$ cat src/rtl/tamper_pkg.sv
package tamper_pkg;

    typedef logic [1:0] sev_t;

    localparam sev_t SEV_NONE  = 2'd0;
    localparam sev_t SEV_ALERT = 2'd1;
    localparam sev_t SEV_SHUT  = 2'd2;
    localparam sev_t SEV_ERASE = 2'd3;

    localparam int NUM_STEPS = 5;

    typedef enum logic [2:0] {
        PH_IDLE   = 3'd0,
        PH_LOG    = 3'd1,
        PH_NET    = 3'd2,
        PH_SESS   = 3'd3,
        PH_KEY    = 3'd4,
        PH_CERT   = 3'd5,
        PH_LOCKED = 3'd6
    } phase_t;

    typedef logic [NUM_STEPS-1:0] step_vec_t;

    function automatic sev_t sev_max(input sev_t a, input sev_t b);
        return (a > b) ? a : b;
    endfunction

    // Phase that follows a finished step at a given tier.
    function automatic phase_t phase_after(input phase_t p, input sev_t s);
        phase_t n;
        case (p)
            PH_LOG:  n = (s >= SEV_SHUT)  ? PH_NET : PH_IDLE;
            PH_NET:  n = PH_SESS;
            PH_SESS: n = (s == SEV_ERASE) ? PH_KEY : PH_IDLE;
            PH_KEY:  n = PH_CERT;
            PH_CERT: n = PH_LOCKED;
            default: n = PH_IDLE;
        endcase
        return n;
    endfunction

    // One-hot request vector: bit 0 log, 1 network, 2 session, 3 key, 4 cert.
    function automatic step_vec_t step_onehot(input phase_t p);
        step_vec_t v;
        v = '0;
        case (p)
            PH_LOG:  v[0] = 1'b1;
            PH_NET:  v[1] = 1'b1;
            PH_SESS: v[2] = 1'b1;
            PH_KEY:  v[3] = 1'b1;
            PH_CERT: v[4] = 1'b1;
            default: v = '0;
        endcase
        return v;
    endfunction

endpackage

$ cat src/rtl/tamper_event_latch.sv
module tamper_event_latch
    import tamper_pkg::*;
(
    input  logic clk,
    input  logic rst,
    input  logic locked_i,
    input  logic breach_i,
    input  logic anom_valid_i,
    input  sev_t anom_sev_i,
    input  logic take_i,
    output sev_t pend_sev_o
);

    logic breach_pend_q;
    sev_t anom_pend_q;
    sev_t anom_new;

    assign anom_new = anom_valid_i ? anom_sev_i : SEV_NONE;

    always_ff @(posedge clk) begin
        if (rst || locked_i) begin
            breach_pend_q <= 1'b0;
            anom_pend_q   <= SEV_NONE;
        end else begin
            breach_pend_q <= (breach_pend_q & ~take_i) | breach_i;
            anom_pend_q   <= sev_max(take_i ? SEV_NONE : anom_pend_q, anom_new);
        end
    end

    assign pend_sev_o = breach_pend_q ? SEV_ERASE : anom_pend_q;

    // a switch pulse outside lockdown is pending at the erase tier next cycle
    a_r6_breach_is_erase: assert property (@(posedge clk) disable iff (rst)
        breach_i && !locked_i |=> pend_sev_o == SEV_ERASE);

    // the switch flag is held until a dispatch takes it
    a_r11_breach_held: assert property (@(posedge clk) disable iff (rst)
        breach_pend_q && !take_i && !locked_i |=> breach_pend_q);

    // pending severity never falls without a dispatch
    a_r8_no_drop: assert property (@(posedge clk) disable iff (rst)
        !take_i && !locked_i |=> pend_sev_o >= $past(pend_sev_o));

    // nothing stays pending through lockdown
    a_r7_locked_discards: assert property (@(posedge clk) disable iff (rst)
        locked_i |=> pend_sev_o == SEV_NONE);

endmodule

$ cat src/rtl/tamper_step_timer.sv
module tamper_step_timer #(
    parameter int ACK_WAIT = 16
) (
    input  logic clk,
    input  logic rst,
    input  logic active_i,
    input  logic ack_i,
    output logic expired_o
);

    localparam int CW = $clog2(ACK_WAIT + 1);
    localparam logic [CW-1:0] LAST = CW'(ACK_WAIT - 1);

    logic [CW-1:0] cnt_q;

    assign expired_o = active_i && (cnt_q == LAST);

    always_ff @(posedge clk) begin
        if (rst || !active_i || ack_i || expired_o) begin
            cnt_q <= '0;
        end else begin
            cnt_q <= cnt_q + 1'b1;
        end
    end

    // the wait counter never passes its limit
    a_r10_count_bound: assert property (@(posedge clk) disable iff (rst)
        cnt_q <= LAST);

    // an unanswered step keeps counting one per cycle
    a_r10_count_step: assert property (@(posedge clk) disable iff (rst)
        active_i && !ack_i && !expired_o |=> cnt_q == $past(cnt_q) + 1'b1);

endmodule

$ cat src/rtl/tamper_sequencer.sv
module tamper_sequencer
    import tamper_pkg::*;
(
    input  logic      clk,
    input  logic      rst,
    input  sev_t      pend_sev_i,
    input  logic      reprov_i,
    input  step_vec_t step_ack_i,
    input  logic      expired_i,
    output logic      take_o,
    output step_vec_t step_req_o,
    output logic      active_o,
    output logic      cur_ack_o,
    output logic      lockdown_o
);

    phase_t state_q;
    sev_t   cur_sev_q;
    logic   step_done;

    assign step_req_o = step_onehot(state_q);
    assign active_o   = |step_req_o;
    assign cur_ack_o  = |(step_req_o & step_ack_i);
    assign step_done  = cur_ack_o | expired_i;
    assign take_o     = (state_q == PH_IDLE) && (pend_sev_i != SEV_NONE);
    assign lockdown_o = (state_q == PH_LOCKED);

    always_ff @(posedge clk) begin
        if (rst) begin
            state_q   <= PH_IDLE;
            cur_sev_q <= SEV_NONE;
        end else begin
            case (state_q)
                PH_IDLE: begin
                    if (take_o) begin
                        cur_sev_q <= pend_sev_i;
                        state_q   <= PH_LOG;
                    end
                end
                PH_LOCKED: begin
                    if (reprov_i) begin
                        cur_sev_q <= SEV_NONE;
                        state_q   <= PH_IDLE;
                    end
                end
                default: begin
                    if (step_done) begin
                        state_q <= phase_after(state_q, cur_sev_q);
                    end
                end
            endcase
        end
    end

    // never two requests at once
    a_r9_single_req: assert property (@(posedge clk) disable iff (rst)
        $onehot0(step_req_o));

    // the log request only starts out of idle
    a_r2_log_first: assert property (@(posedge clk) disable iff (rst)
        $rose(step_req_o[0]) |-> $past(state_q == PH_IDLE));

    // each later step starts right after its predecessor was held
    for (genvar g = 1; g < NUM_STEPS; g++) begin : g_order
        a_r9_step_order: assert property (@(posedge clk) disable iff (rst)
            $rose(step_req_o[g]) |-> $past(step_req_o[g-1]));
    end

    // lockdown follows the certificate step
    a_r4_lock_after_cert: assert property (@(posedge clk) disable iff (rst)
        $rose(lockdown_o) |-> $past(step_req_o[NUM_STEPS-1]));

    // lockdown holds unless re-provisioned
    a_r7_lock_sticky: assert property (@(posedge clk) disable iff (rst)
        lockdown_o && !reprov_i |=> lockdown_o);

    // no action while locked
    a_r7_lock_quiet: assert property (@(posedge clk) disable iff (rst)
        lockdown_o |-> step_req_o == '0);

    // an unanswered, unexpired request stays up
    a_r9_req_holds: assert property (@(posedge clk) disable iff (rst)
        active_o && !cur_ack_o && !expired_i |=> step_req_o == $past(step_req_o));

endmodule

$ cat src/rtl/tamper_response_ctrl.sv
module tamper_response_ctrl
    import tamper_pkg::*;
#(
    parameter int ACK_WAIT = 16
) (
    input  logic       clk,
    input  logic       rst,
    input  logic       breach_i,
    input  logic       anom_valid_i,
    input  logic [1:0] anom_sev_i,
    input  logic       reprov_i,
    output logic       log_req_o,
    input  logic       log_ack_i,
    output logic       net_req_o,
    input  logic       net_ack_i,
    output logic       sess_req_o,
    input  logic       sess_ack_i,
    output logic       key_req_o,
    input  logic       key_ack_i,
    output logic       cert_req_o,
    input  logic       cert_ack_i,
    output logic       lockdown_o
);

    sev_t      pend_sev;
    logic      take;
    step_vec_t step_req;
    step_vec_t step_ack;
    logic      active;
    logic      cur_ack;
    logic      expired;

    assign step_ack = {cert_ack_i, key_ack_i, sess_ack_i, net_ack_i, log_ack_i};

    tamper_event_latch u_latch (
        .clk          (clk),
        .rst          (rst),
        .locked_i     (lockdown_o),
        .breach_i     (breach_i),
        .anom_valid_i (anom_valid_i),
        .anom_sev_i   (anom_sev_i),
        .take_i       (take),
        .pend_sev_o   (pend_sev)
    );

    tamper_step_timer #(.ACK_WAIT(ACK_WAIT)) u_timer (
        .clk       (clk),
        .rst       (rst),
        .active_i  (active),
        .ack_i     (cur_ack),
        .expired_o (expired)
    );

    tamper_sequencer u_seq (
        .clk        (clk),
        .rst        (rst),
        .pend_sev_i (pend_sev),
        .reprov_i   (reprov_i),
        .step_ack_i (step_ack),
        .expired_i  (expired),
        .take_o     (take),
        .step_req_o (step_req),
        .active_o   (active),
        .cur_ack_o  (cur_ack),
        .lockdown_o (lockdown_o)
    );

    assign log_req_o  = step_req[0];
    assign net_req_o  = step_req[1];
    assign sess_req_o = step_req[2];
    assign key_req_o  = step_req[3];
    assign cert_req_o = step_req[4];

    // quiet the cycle after reset
    a_r12_reset_quiet: assert property (@(posedge clk)
        rst |=> step_req == '0 && !lockdown_o);

endmodule

$ cat config.mk
export PLATFORM = sky130hd
export DESIGN_NAME = tamper_response_ctrl
export DESIGN_NICKNAME = d
export VERILOG_FILES = /design/src/rtl/tamper_pkg.sv /design/src/rtl/tamper_event_latch.sv /design/src/rtl/tamper_step_timer.sv /design/src/rtl/tamper_sequencer.sv /design/src/rtl/tamper_response_ctrl.sv
export SDC_FILE = /design/constraint.sdc
export NUM_CORES = 1
export LEC_CHECK = 0
export ABC_AREA = 1
export BUFFER_PORTS_ARGS = -buffer_cell sky130_fd_sc_hd__buf_2
export CAP_MARGIN = 20
export CORE_MARGIN = 5
export CORE_UTILIZATION = 50
export DETAILED_ROUTE_END_ITERATION = 7
export PLACE_DENSITY = 0.76
export SLEW_MARGIN = 25
export SYNTH_ARGS = -nofsm -noshare
export SYNTH_HDL_FRONTEND = slang
export SYNTH_SLANG_ARGS = --single-unit
$ cat constraint.sdc
create_clock -name clk -period 2.2 [get_ports clk]
set_input_delay 0.44 -clock clk [delete_from_list [all_inputs] [get_ports clk]]
set_output_delay 0.44 -clock clk [all_outputs]
set_load 0.01 [all_outputs]
### Yosys cells after proc, flatten, opt, wreduce, memory -nomap -nowiden

Index checks and enable logic that the tools add are counted.

* $add $sub $neg: 1
* $lt $le $gt $ge: 2
* equal/unequal tests: 10
* multiplexer cells: 19
* bitwise gates (word level): 5
* reduce and logical (&&, ||, !) cells: 15

Operator list (count)
* $pmux 3 s5: 1
* $mux 2: 7
* $mux 3: 4
* $reduce_or 5->1: 2
* $eq 3x3->1 const B: 3
* $eq 3x2->1 const B: 2
* $pmux 3 s2: 1
* $reduce_and 3->1: 2
* $add 5x1->5 const B: 1
* $and 5x5->5: 1
* $eq 5x4->1 const B: 1
* $mux 1: 5
* $logic_or 1x1->1: 4
* $ne 2x2->1 const B: 2
* $pmux 2 s2: 1
* $reduce_bool 2->1: 2
* $eq 3x1->1 const B: 1
* $logic_not 3->1: 1
* $reduce_bool 3->1: 1
* $eq 2x2->1 const B: 1
* $ge 2x2->1 const B: 1
* $gt 2x2->1: 1
* $logic_and 1x1->1: 2
* $or 1x1->1: 2
* other kinds (3): 3

* register bits after elaboration: 13
* bits of input ports: 12
* output and inout port bits: 6

### Logic depth before layout (Yosys ltp)

Gate-level depths: netlist of run 1.

* word-level depth: 7
* mapped depth: 13
* mapped depth without buffers: 12

### Modules after synthesis

Synthesis of run 1 repeated with hierarchy kept, for this count alone.

* cell total of the unflattened synthesis: 135
* area total of the unflattened synthesis: 880.8 µm²

Modules (own cells, without submodules)
* tamper_sequencer: instances 1, cells each 75, area an instance 456.7 µm², sequential area each 100.1 µm²
* tamper_step_timer: instances 1, cells each 31, area an instance 224.0 µm², sequential area each 100.1 µm²
* tamper_event_latch: instances 1, cells each 29, area an instance 200.2 µm², sequential area each 60.1 µm²

### Worst setup path after synthesis of run 1

OpenSTA, ideal clock, no wires.

* path type: reg-to-reg
* from: reg u_seq.state_q[2]
* to: reg u_latch.anom_pend_q[0]
* data arrival time: 1.499 ns
* data required time: 2.083 ns
* setup slack: 0.584 ns
* stages on the path, launching flop included: 13
* path buffers: 1
* cell sequence: dfxtp_1 > buf_6 > inv_2 > nand2_2 > inv_1 > nor2_1 > inv_1 > ha_1 > nor2_1 > o21ai_0 > nor2_1 > a21oi_1 > nor2_1

* cells in the longest elaborated chain, start to end: 5

RTL lines
* start: declaration: line tamper_sequencer.sv:17 `phase_t state_q;`
* start signal: assignment: line tamper_sequencer.sv:48 `state_q <= phase_after(state_q, cur_sev_q);`
* $logic_not 3->1: line tamper_sequencer.sv:25 `assign take_o = (state_q == PH_IDLE) && (pend_sev_i != SEV_NONE);`
* $logic_and 1x1->1: line tamper_sequencer.sv:25
* $mux 2: line tamper_event_latch.sv:26 `anom_pend_q <= sev_max(take_i ? SEV_NONE : anom_pend_q, anom_new);`
* $gt 2x2->1: line tamper_pkg.sv:25 `return (a > b) ? a : b;`
* $mux 2: line tamper_pkg.sv:25
* end signal: assignment: line tamper_event_latch.sv:26
* end: declaration: line tamper_event_latch.sv:15 `sev_t anom_pend_q;`

Several ways; a longest one is shown, not always the timed one.
A chain may end at the register's enable or synchronous reset.

### Final worst setup path of run 1

Same ends and word-level chain as after synthesis.

==> impl_metrics.json, run 1 <==
{
  "grt_first_pass_wirelength_um": 2540,
  "p_comb_frac": 0.498,
  "fin_skew_ns": 0.00392,
  "setup-violations-final": 0,
  "wirelength_um": 1510,
  "ys_ff_latch": 13,
  "cts-htree-levels": 1,
  "grt_max_degree": 11,
  "slowest_stage": "dfxtp_1",
  "post_cts_buffers": 0,
  "final_cell_count_no_fill": 157,
  "fp.dieArea_sq_mm": 0.00250,
  "clockBufferDepth": 2,
  "syn_area_sq_um": 800,
  "leakagePower_nw": 0.486,
  "timing.final.crit_period_ns": 1.90,
  "synth.distinct_cells": 19,
  "arrival_ns": 2.06,
  "pin_count": 18,
  "grt_usage": 0.126,
  "clockPowerShare": 0.151,
  "io_buffers": 17,
  "yosysSeqAreaShare": 0.326,
  "drt-initial-drc-count": 6,
  "clkTransAtPathRegs_ns": 0.08,
  "crit_path_max_fanout": 10,
  "cts-resized-gates": 0,
  "p_switching_mw": 0.428,
  "timing.fmax_mhz": 527,
  "hold_path_class": "primary input to flip-flop",
  "dp.cells": 153,
  "antenna_found_initial": 0,
  "die_w_um": 50.0,
  "grt_pass1_vias": 645,
  "start_util": 0.531,
  "worst_pin_slew_ns": 0.358,
  "ant_nets": 0,
  "status": "completed",
  "clock-sinks": 13,
  "num_vias": 746,
  "die_height_um": 50.0,
  "worstPathCellList": "inv_2 > nand2_2 > inv_1 > nor2_1 > inv_1 > ha_1 > nor2_1 > o21ai_0 > nor2_1 > a21oi_1 > nor2_1",
  "relSlewSlack": 0.761,
  "cts_buffers": 3,
  "wire_per_inst_um": 9.59,
  "path_class": "flip-flop to flip-flop",
  "final_nets": 159,
  "rsz0062_at_grt": "false",
  "finalHoldViolations": 0,
  "syn-num-nets": 138,
  "p_per_area_mw_per_mm2": 1040,
  "yosys_warnings": 0,
  "firstDrtPassIters": 4,
  "gp_congestion": 0.798,
  "switching_share": 0.449,
  "start_kind": "flip-flop",
  "path_common_cell": "nor2_1",
  "required_ns": 2.37,
  "worst_path_largest_cell_delay_ns": 0.54,
  "finalCritPeriodShare": 0.863,
  "hpwl_um": 1250,
  "avgSynthCellArea_sq_um": 6.61,
  "fin_tns_setup_ns": 0,
  "cts_hold_buf": 0,
  "num_rows": 14,
  "coreArea_sq_mm": 0.00151,
  "drc": 0,
  "peakVddDrop_v": 0.000410,
  "syn_inst": 121,
  "area_growth_pct": 14.6,
  "vias_per_cell": 4.75,
  "n_antenna_cell": 0,
  "sequentialPowerShare": 0.352,
  "intPower_mw": 0.526,
  "root_buffer": "clkbuf_4",
  "grt-ovfl-total": 0,
  "drv_slew": 0,
  "cp-end-kind": "flip-flop",
  "cts_tree": "built",
  "clk_latency_ns": 0.27,
  "drv_cap": 0,
  "drive_above_1_share": 0.241
}
==> kinds of logic (layout without fill, tap and decap cells) <==
kind of cell    count (synthesis)  in the layout  synth area share
simple gates                   76             76             0.432
fa+ha+maj                       5              5            0.0782
xor+xnor                        1              1            0.0110
compound gates                  7              7            0.0454
flops                          13             13             0.326
buf+inv                        19             39             0.108
==> final cells by class <==
cell class	instances	area, sq um
clock buffer	4	26.3
fill	153	591
inverter	17	63.8
multi-input combinational	89	453
sequential	13	260
tap	16	20.0
timing repair buffer	18	92.6
==> worst paths after layout <==
check	slack (ns)	startpoint	endpoint	depth (start not counted)
worst min register to register	0.45	u_timer.cnt_q[0]$_SDFF_PP0_	u_timer.cnt_q[0]$_SDFF_PP0_	1
worst max-delay path	0.30	u_seq.state_q[2]$_SDFFE_PP0P_	u_latch.anom_pend_q[0]$_SDFF_PP0_	11
worst max register to register	0.30	u_seq.state_q[2]$_SDFFE_PP0P_	u_latch.anom_pend_q[0]$_SDFF_PP0_	11
worst min-delay path	0.36	rst	u_seq.cur_sev_q[0]$_SDFFE_PP0P_	2
==> stage by stage <==
step	utilization	power (mW)	instance area, sq um	setup slack, ns	hold WS (ns)
3_3_place_gp	0.591	0.805	890	0.382	0.434
2_1_floorplan	-	0.726	800	0.584	0.418
4_1_cts	0.608	0.959	916	0.291	0.357
3_5_place_dp	0.591	0.816	890	0.299	0.445
6_report	0.608	0.954	916	0.301	0.363
5_1_grt	0.608	1.05	916	0.107	0.370
==> flip-flops by register name, summed over array words and instances, names as in the netlist <==
| register | flops |
|---|---|
| u_timer.cnt_q | 5 |
| u_latch.breach_pend_q | 1 |
| u_latch.anom_pend_q | 2 |
| u_seq.state_q | 3 |
| u_seq.cur_sev_q | 2 |
==> cell usage after synthesis (all sizes together) <==
master	number	area share
nor3	2	0.019
nand2	26	0.13
dfxtp	13	0.33
ha	5	0.078
a21oi	3	0.019
a31oi	1	0.0078
xor2	1	0.011
nand3	12	0.097
inv	17	0.080
buf	2	0.028
nor2	34	0.17
o21ai	3	0.019
nand4	2	0.016
==> placed cells by master (no fill, tap or decap), drive strengths merged <==
cell / n
nand2: 26
a21oi: 3
buf: 18
a31oi: 1
inv: 17
nor3: 2
nand4: 2
ha: 5
clkbuf: 4
xor2: 1
o21ai: 3
nand3: 12
nor2: 34
dfxtp: 13
==> worst max-delay path, delay by kind of cell (launching register included) <==
kind	cells	cell delay, ns
AO/OA/AOI/OAI	2	0.30
adder cells (fa/ha/maj)	1	0.29
buffers and inverters	3	0.25
flip-flops	1	0.54
AND/OR/NAND/NOR	5	0.42
==> routing by layer <==
| layer | global-route usage | routed length, um | up-vias |
|---|---|---|---|
| li1 | - | - | 419 |
| met1 | 0.148 | 728 | 306 |
| met2 | 0.218 | 675 | 17 |
| met3 | 0.0241 | 81 | 4 |
| met4 | 0.0524 | 19 | 0 |
| met5 | 0 | 0 | - |
==> power by group through the flow <==
stage	clock, mW	sequential, mW	combinational [mW]
finish	0.144	0.336	0.475
global route	0.163	0.346	0.539
CTS	0.147	0.335	0.477
detailed placement	0	0.341	0.475
global placement	0	0.339	0.465
floorplan	0	0.319	0.407
Power figures use the tool's default switching activity.
==> inputs of run 2 (changes only) <==
--- a/config.mk
+++ b/config.mk
@@ -5,7 +5,6 @@
 export SDC_FILE = /design/constraint.sdc
 export NUM_CORES = 1
 export LEC_CHECK = 0
-export ABC_AREA = 1
 export BUFFER_PORTS_ARGS = -buffer_cell sky130_fd_sc_hd__buf_2
 export CAP_MARGIN = 20
 export CORE_MARGIN = 5
==> run 2 against run 1 <==
  * Critical path type unchanged
  * Sequential power down 15%
  * Worst setup slack improved by 0.081 ns
  * Largest cell class unchanged
  * Worst hold slack better by 0.066 ns
  * Routed wire length grew 2.7%
  * Synthesized cell count fell by 23%
  * Sequential share of layout area is 1.5 points higher
  * Clock-buffer cell count unchanged
  * Critical endpoint is now u_seq.state_q[0]$_SDFFE_PP0P_
  * Maximum frequency up 4.5%
==> impl_metrics.json, run 2 <==
{
  "status": "completed",
  "n_antenna_cell": 0,
  "grt-ovfl-total": 0,
  "cpLargestDelayFamily": "adder cells",
  "layout_commonest_cell": "buf_2",
  "peakVddDrop_v": 0.000331,
  "syn-num-nets": 110,
  "clk_latency_ns": 0.28,
  "coreArea_sq_mm": 0.00149,
  "fin_tns_setup_ns": 0,
  "synth.area.top_cells": "dfxtp_1, ha_1, nor2_1",
  "clock-sinks": 13,
  "yosysTopAreaCell": "dfxtp_1",
  "yosys_warnings": 0,
  "synth_ff_type": "dfxtp_1",
  "regMostFlops": "u_timer.cnt_q",
  "worstPathCellList": "ha_1 > and3_1 > ha_1 > o21a_1 > a31oi_4 > nand2_2 > mux2_4",
  "drv_cap": 0,
  "hold_path_class": "primary input to flip-flop",
  "async_flop_share": 0,
  "grt_first_pass_wirelength_um": 2620,
  "pin_count": 18,
  "yosysSeqAreaShare": 0.339,
  "clkTransAtPathRegs_ns": 0.08,
  "avgSynthCellArea_sq_um": 8.26,
  "required_ns": 2.37,
  "p_comb_frac": 0.307,
  "num_vias": 684,
  "cts_tree": "built",
  "grt_max_degree": 12,
  "num_rows": 14,
  "r2r_setup_slack_ns": 0.38,
  "place_ws_ns": 0.369,
  "path_class": "flip-flop to flip-flop",
  "io_buffers": 17,
  "switching_share": 0.336,
  "clockPowerShare": 0.235,
  "cp-end-kind": "flip-flop",
  "synth_commonest_cells": "nor2_1, dfxtp_1, nor3_1",
  "synth_top_area_frac": 0.339,
  "start_kind": "flip-flop",
  "drt-initial-drc-count": 13,
  "intPower_mw": 0.412,
  "path_common_cell": "ha_1",
  "startpoint": "u_timer.cnt_q[0]$_SDFF_PP0_",
  "p_switching_mw": 0.209,
  "slowest_stage": "dfxtp_1",
  "gp_congestion": 0.778,
  "grt_usage": 0.141,
  "rsz0062_at_grt": "false",
  "layout_common_cells": "buf_2, nor2_1, dfxtp_1, nor3_1",
  "die_w_um": 49.2,
  "ys_ff_latch": 13,
  "timing.final.crit_period_ns": 1.82,
  "cts_buffers": 3,
  "worst_path_largest_cell_delay_ns": 0.33,
  "setup-violations-final": 0,
  "drive_above_1_share": 0.236,
  "syn_area_sq_um": 768,
  "dp.cells": 122,
  "syn_inst": 93,
  "setup.worst_path.end": "u_seq.state_q[0]$_SDFFE_PP0P_",
  "fin_skew_ns": 0.00733,
  "sequentialPowerShare": 0.458,
  "drv_slew": 0,
  "relSlewSlack": 0.755,
  "yosysMostFrequentCell": "nor2_1",
  "total_power_mw": 0.621,
  "leakagePower_nw": 0.401,
  "largest_reg_flops": 5,
  "clockBufferDepth": 2,
  "grt_pass1_vias": 654,
  "drc": 0,
  "ant_nets": 0,
  "post_cts_buffers": 0,
  "cp_num_cells": 7,
  "start_util": 0.516,
  "vias_per_cell": 5.43,
  "antenna_found_initial": 0,
  "wire_per_inst_um": 12.3,
  "cp_num_buf_inv": 0,
  "timing.fmax_mhz": 550,
  "crit_path_max_fanout": 4,
  "top_regs": "u_timer.cnt_q x5, u_seq.state_q x3",
  "hpwl_um": 1180,
  "worst_slack_ns": 0.383,
  "whs_ns": 0.429,
  "area_growth_pct": 13.4,
  "wirelength_um": 1550,
  "r2r_end": "u_seq.state_q[0]$_SDFFE_PP0P_",
  "final_nets": 128,
  "fp.dieArea_sq_mm": 0.00242,
  "cts-resized-gates": 0,
  "cts_hold_buf": 0,
  "die_height_um": 49.2,
  "synth.distinct_cells": 32,
  "final_cell_count_no_fill": 126,
  "finalCritPeriodShare": 0.826,
  "p_per_area_mw_per_mm2": 713,
  "rr_worst_depth": 7,
  "finalHoldViolations": 0,
  "firstDrtPassIters": 4,
  "root_buffer": "clkbuf_4",
  "cts-htree-levels": 1,
  "synth-edff-count": 0,
  "worst_pin_slew_ns": 0.368,
  "arrival_ns": 1.99,
  "crit-reg2reg-launch": "u_timer.cnt_q[0]$_SDFF_PP0_"
}
run 2: cell count changes after synthesis, sizes merged, moves of 3 or more:
| cell | previous run | this run |
|---|---|---|
| nor3 | 2 | 7 |
| nor2 | 34 | 15 |
| nand3 | 12 | 3 |
| inv | 17 | 6 |
| nand2 | 26 | 7 |
| nand2b | 0 | 3 |
| o22ai | 0 | 3 |
run 2: how the worst min path moves through the flow:
| stage | to | from | cells after the start |
|---|---|---|---|
| 3_3_place_gp | u_timer.cnt_q[0]$_SDFF_PP0_ | u_timer.cnt_q[0]$_SDFF_PP0_ | 1 |
| 5_1_grt | u_seq.cur_sev_q[0]$_SDFFE_PP0P_ | rst | 2 |
| 2_1_floorplan | u_timer.cnt_q[0]$_SDFF_PP0_ | u_timer.cnt_q[0]$_SDFF_PP0_ | 1 |
| 3_5_place_dp | u_timer.cnt_q[0]$_SDFF_PP0_ | u_timer.cnt_q[0]$_SDFF_PP0_ | 1 |
| 6_report | u_latch.breach_pend_q$_SDFF_PP0_ | breach_i | 3 |
| 4_1_cts | u_latch.breach_pend_q$_SDFF_PP0_ | breach_i | 3 |
run 2: worst reg2reg max path: stages, from the launching register on:
cell     delay, ns
dfxtp_1       0.33
ha_1          0.22
and3_1        0.15
ha_1          0.20
o21a_1        0.20
a31oi_4       0.22
nand2_2       0.09
mux2_4        0.31
run 2: final cells by class:
cell class / instances / area (sq um)
clock buffers: 4 / 26.3
fillers: 137 / 618
inverters: 6 / 22.5
multi-input cells: 69 / 449
flip-flops and latches: 13 / 260
well taps: 16 / 20.0
repair buffers: 18 / 92.6
run 2: cells by family after synthesis:
group                    synth area share
AND/OR/NAND/NOR                     0.267
AO/OA/AOI/OAI                       0.168
flip-flops                          0.339
buffers and inverters              0.0765
adder cells (fa/ha/maj)            0.0814
multiplexers                       0.0456
XOR/XNOR                           0.0228
run 2: power by group through the flow:
stage | Clock, mW | Sequential (mW) | Combinational [mW]
2_1_floorplan | 0 | 0.271 | 0.190
4_1_cts | 0.153 | 0.285 | 0.191
3_3_place_gp | 0 | 0.287 | 0.185
3_5_place_dp | 0 | 0.290 | 0.191
6_report | 0.146 | 0.284 | 0.191
5_1_grt | 0.166 | 0.290 | 0.211
run 2: through the flow:
step / util / area (sq um)
2_1_floorplan: - / 768
3_3_place_gp: 0.567 / 845
3_5_place_dp: 0.567 / 845
4_1_cts: 0.585 / 871
5_1_grt: 0.585 / 871
6_report: 0.585 / 871
run 2: routing by layer:
layer / up-vias / part of all wire / track usage
met1: 305 / 0.43 / 0.148
li1: 353 / - / -
met3: 5 / 0.085 / 0.0642
met5: - / 0 / 0
met2: 21 / 0.46 / 0.221
met4: 0 / 0.024 / 0.0987
==> inputs of run 3 (changes only) <==
--- a/config.mk
+++ b/config.mk
@@ -5,12 +5,13 @@
 export SDC_FILE = /design/constraint.sdc
 export NUM_CORES = 1
 export LEC_CHECK = 0
+export ABC_AREA = 1
 export BUFFER_PORTS_ARGS = -buffer_cell sky130_fd_sc_hd__buf_2
 export CAP_MARGIN = 20
 export CORE_MARGIN = 5
-export CORE_UTILIZATION = 50
+export CORE_UTILIZATION = 46
 export DETAILED_ROUTE_END_ITERATION = 7
-export PLACE_DENSITY = 0.76
+export PLACE_DENSITY = 0.73
 export SLEW_MARGIN = 25
 export SYNTH_ARGS = -nofsm -noshare
 export SYNTH_HDL_FRONTEND = slang
==> constraint.sdc (replaced) <==
create_clock -name clk -period 1.5 [get_ports clk]
set_input_delay 0.3 -clock clk [delete_from_list [all_inputs] [get_ports clk]]
set_output_delay 0.3 -clock clk [all_outputs]
set_load 0.01 [all_outputs]
==> run 3 against run 2 <==
  * Worst hold slack got worse by 0.22 ns
  * Register-to-register slack got worse by 0.34 ns
  * Global-route usage rose by 1.9 points
  * Worst setup slack got worse by 0.36 ns
  * Sequential power rose by 73%
  * Clock-buffer cell count did not move
  * Die area rose by 10%
  * Clock power rose by 49%
  * Non-clock buffer count rose by 8
  * Combinational power rose to 6.0 times the previous value
  * Core utilization rose by 8.0 points
  * Critical path type is now flip-flop to output pin
  * Critical endpoint is now cert_req_o
==> impl_metrics.json, run 3 (same netlist as run 1, synthesis figures left out) <==
{
  "status": "completed",
  "wire_per_inst_um": 12.7,
  "num_rows": 15,
  "drc": 0,
  "hpwl_um": 1400,
  "regMostFlops": "u_timer.cnt_q",
  "arrival_ns": 1.18,
  "gp_congestion": 0.881,
  "clockBufferDepth": 2,
  "timing.fmax_mhz": 675,
  "num_vias": 865,
  "switching_share": 0.460,
  "die_w_um": 51.7,
  "clockPowerShare": 0.117,
  "whs_ns": 0.211,
  "setup-violations-final": 0,
  "firstDrtPassIters": 4,
  "grt_usage": 0.160,
  "final_nets": 167,
  "largest_reg_flops": 5,
  "multiInputGateArea_sq_um": 561,
  "leakagePower_nw": 0.550,
  "grt-ovfl-total": 0,
  "pin_count": 18,
  "dp.cells": 158,
  "cts_tree": "built",
  "layout_commonest_cell": "nor2_1",
  "fin_skew_ns": 0.00865,
  "drive_above_1_share": 0.456,
  "area_growth_pct": 40.5,
  "fin_tns_setup_ns": 0,
  "sequentialPowerShare": 0.264,
  "start_kind": "flip-flop",
  "ant_nets": 0,
  "die_height_um": 51.7,
  "timing.final.crit_period_ns": 1.48,
  "p_per_area_mw_per_mm2": 1650,
  "r2r_setup_slack_ns": 0.04,
  "layout_common_cells": "nor2_1, nand2_1, buf_2, inv_1",
  "relSlewSlack": 0.879,
  "finalCritPeriodShare": 0.987,
  "clock-sinks": 13,
  "required_ns": 1.20,
  "root_buffer": "clkbuf_4",
  "placed_area_sq_um": 942,
  "clkTransAtPathRegs_ns": 0.08,
  "top_regs": "u_timer.cnt_q x5, u_seq.state_q x3",
  "fin_area_sq_mm": 0.00112,
  "total_power_mw": 1.86,
  "crit_path_max_fanout": 6,
  "p_switching_mw": 0.854,
  "grt_first_pass_wirelength_um": 3240,
  "peakVddDrop_v": 0.000756,
  "grt_pass1_vias": 813,
  "drv_slew": 0,
  "drv_cap": 0,
  "vias_per_cell": 5.21,
  "n_fill_cell": 147,
  "finalHoldViolations": 0,
  "seq_area_sq_um": 269,
  "grt_max_degree": 10,
  "cts-htree-levels": 1,
  "cts_buffers": 3,
  "worst_pin_slew_ns": 0.181,
  "worst_slack_ns": 0.0191,
  "n_antenna_cell": 0,
  "start_util": 0.473,
  "wirelength_um": 2110,
  "final_cell_count_no_fill": 166,
  "clk_latency_ns": 0.28,
  "intPower_mw": 1.00,
  "final_core_util": 0.665,
  "io_buffers": 17,
  "antenna_found_initial": 0,
  "path_class": "flip-flop to output pin",
  "cp-end-kind": "output pin",
  "coreArea_sq_mm": 0.00169,
  "rsz0062_at_grt": "true",
  "hold_path_class": "primary input to flip-flop",
  "drt-initial-drc-count": 21,
  "p_comb_frac": 0.619,
  "fp.dieArea_sq_mm": 0.00267,
  "place_ws_ns": -0.00659
}
run 3: final cells by class:
| type | count | area share |
|---|---|---|
| clock buffers | 4 | 0.0234 |
| inverters | 17 | 0.0702 |
| well taps | 17 | 0.0189 |
| repair buffers | 26 | 0.149 |
| flip-flops and latches | 13 | 0.239 |
| multi-input cells | 89 | 0.499 |
run 3: final timing paths:
| kind | startpoint | cells past startpoint | endpoint |
|---|---|---|---|
| hold / removal | rst | 2 | u_seq.cur_sev_q[0]$_SDFFE_PP0P_ |
| setup reg to reg | u_timer.cnt_q[0]$_SDFF_PP0_ | 10 | u_seq.state_q[0]$_SDFFE_PP0P_ |
| setup / recovery | u_seq.state_q[0]$_SDFFE_PP0P_ | 6 | cert_req_o |
| hold reg to reg | u_seq.cur_sev_q[1]$_SDFFE_PP0P_ | 2 | u_seq.cur_sev_q[1]$_SDFFE_PP0P_ |
run 3: power by group through the flow:
stage / registers, mW / clock network, mW / logic (mW)
after floorplan: 0.478 / 0 / 0.640
after global placement: 0.486 / 0 / 0.821
after detailed placement: 0.488 / 0 / 0.847
after CTS: 0.483 / 0.223 / 0.926
after global routing: 0.500 / 0.238 / 1.26
final: 0.491 / 0.217 / 1.15
run 3: repair_timing:
item	CTS	global route
pin swaps	1	11
hold buffers	0	0
resized for setup	8	28
endpoints found under the setup margin	5	14
buffers inserted	1	3
run 3: worst max-delay path, cell delays in order, from the launching register on:
cell     delay (ns)
dfxtp_2        0.37
buf_6          0.13
inv_8          0.05
nor2_4         0.09
inv_2          0.05
nor2_1         0.08
buf_2          0.14
run 3: metal layers:
metal,up-vias,GRT usage,wire length [um]
li1,434,-,-
met1,392,0.178,809
met2,28,0.282,1100
met3,11,0.0315,121
met4,0,0.0917,76
met5,-,0,0
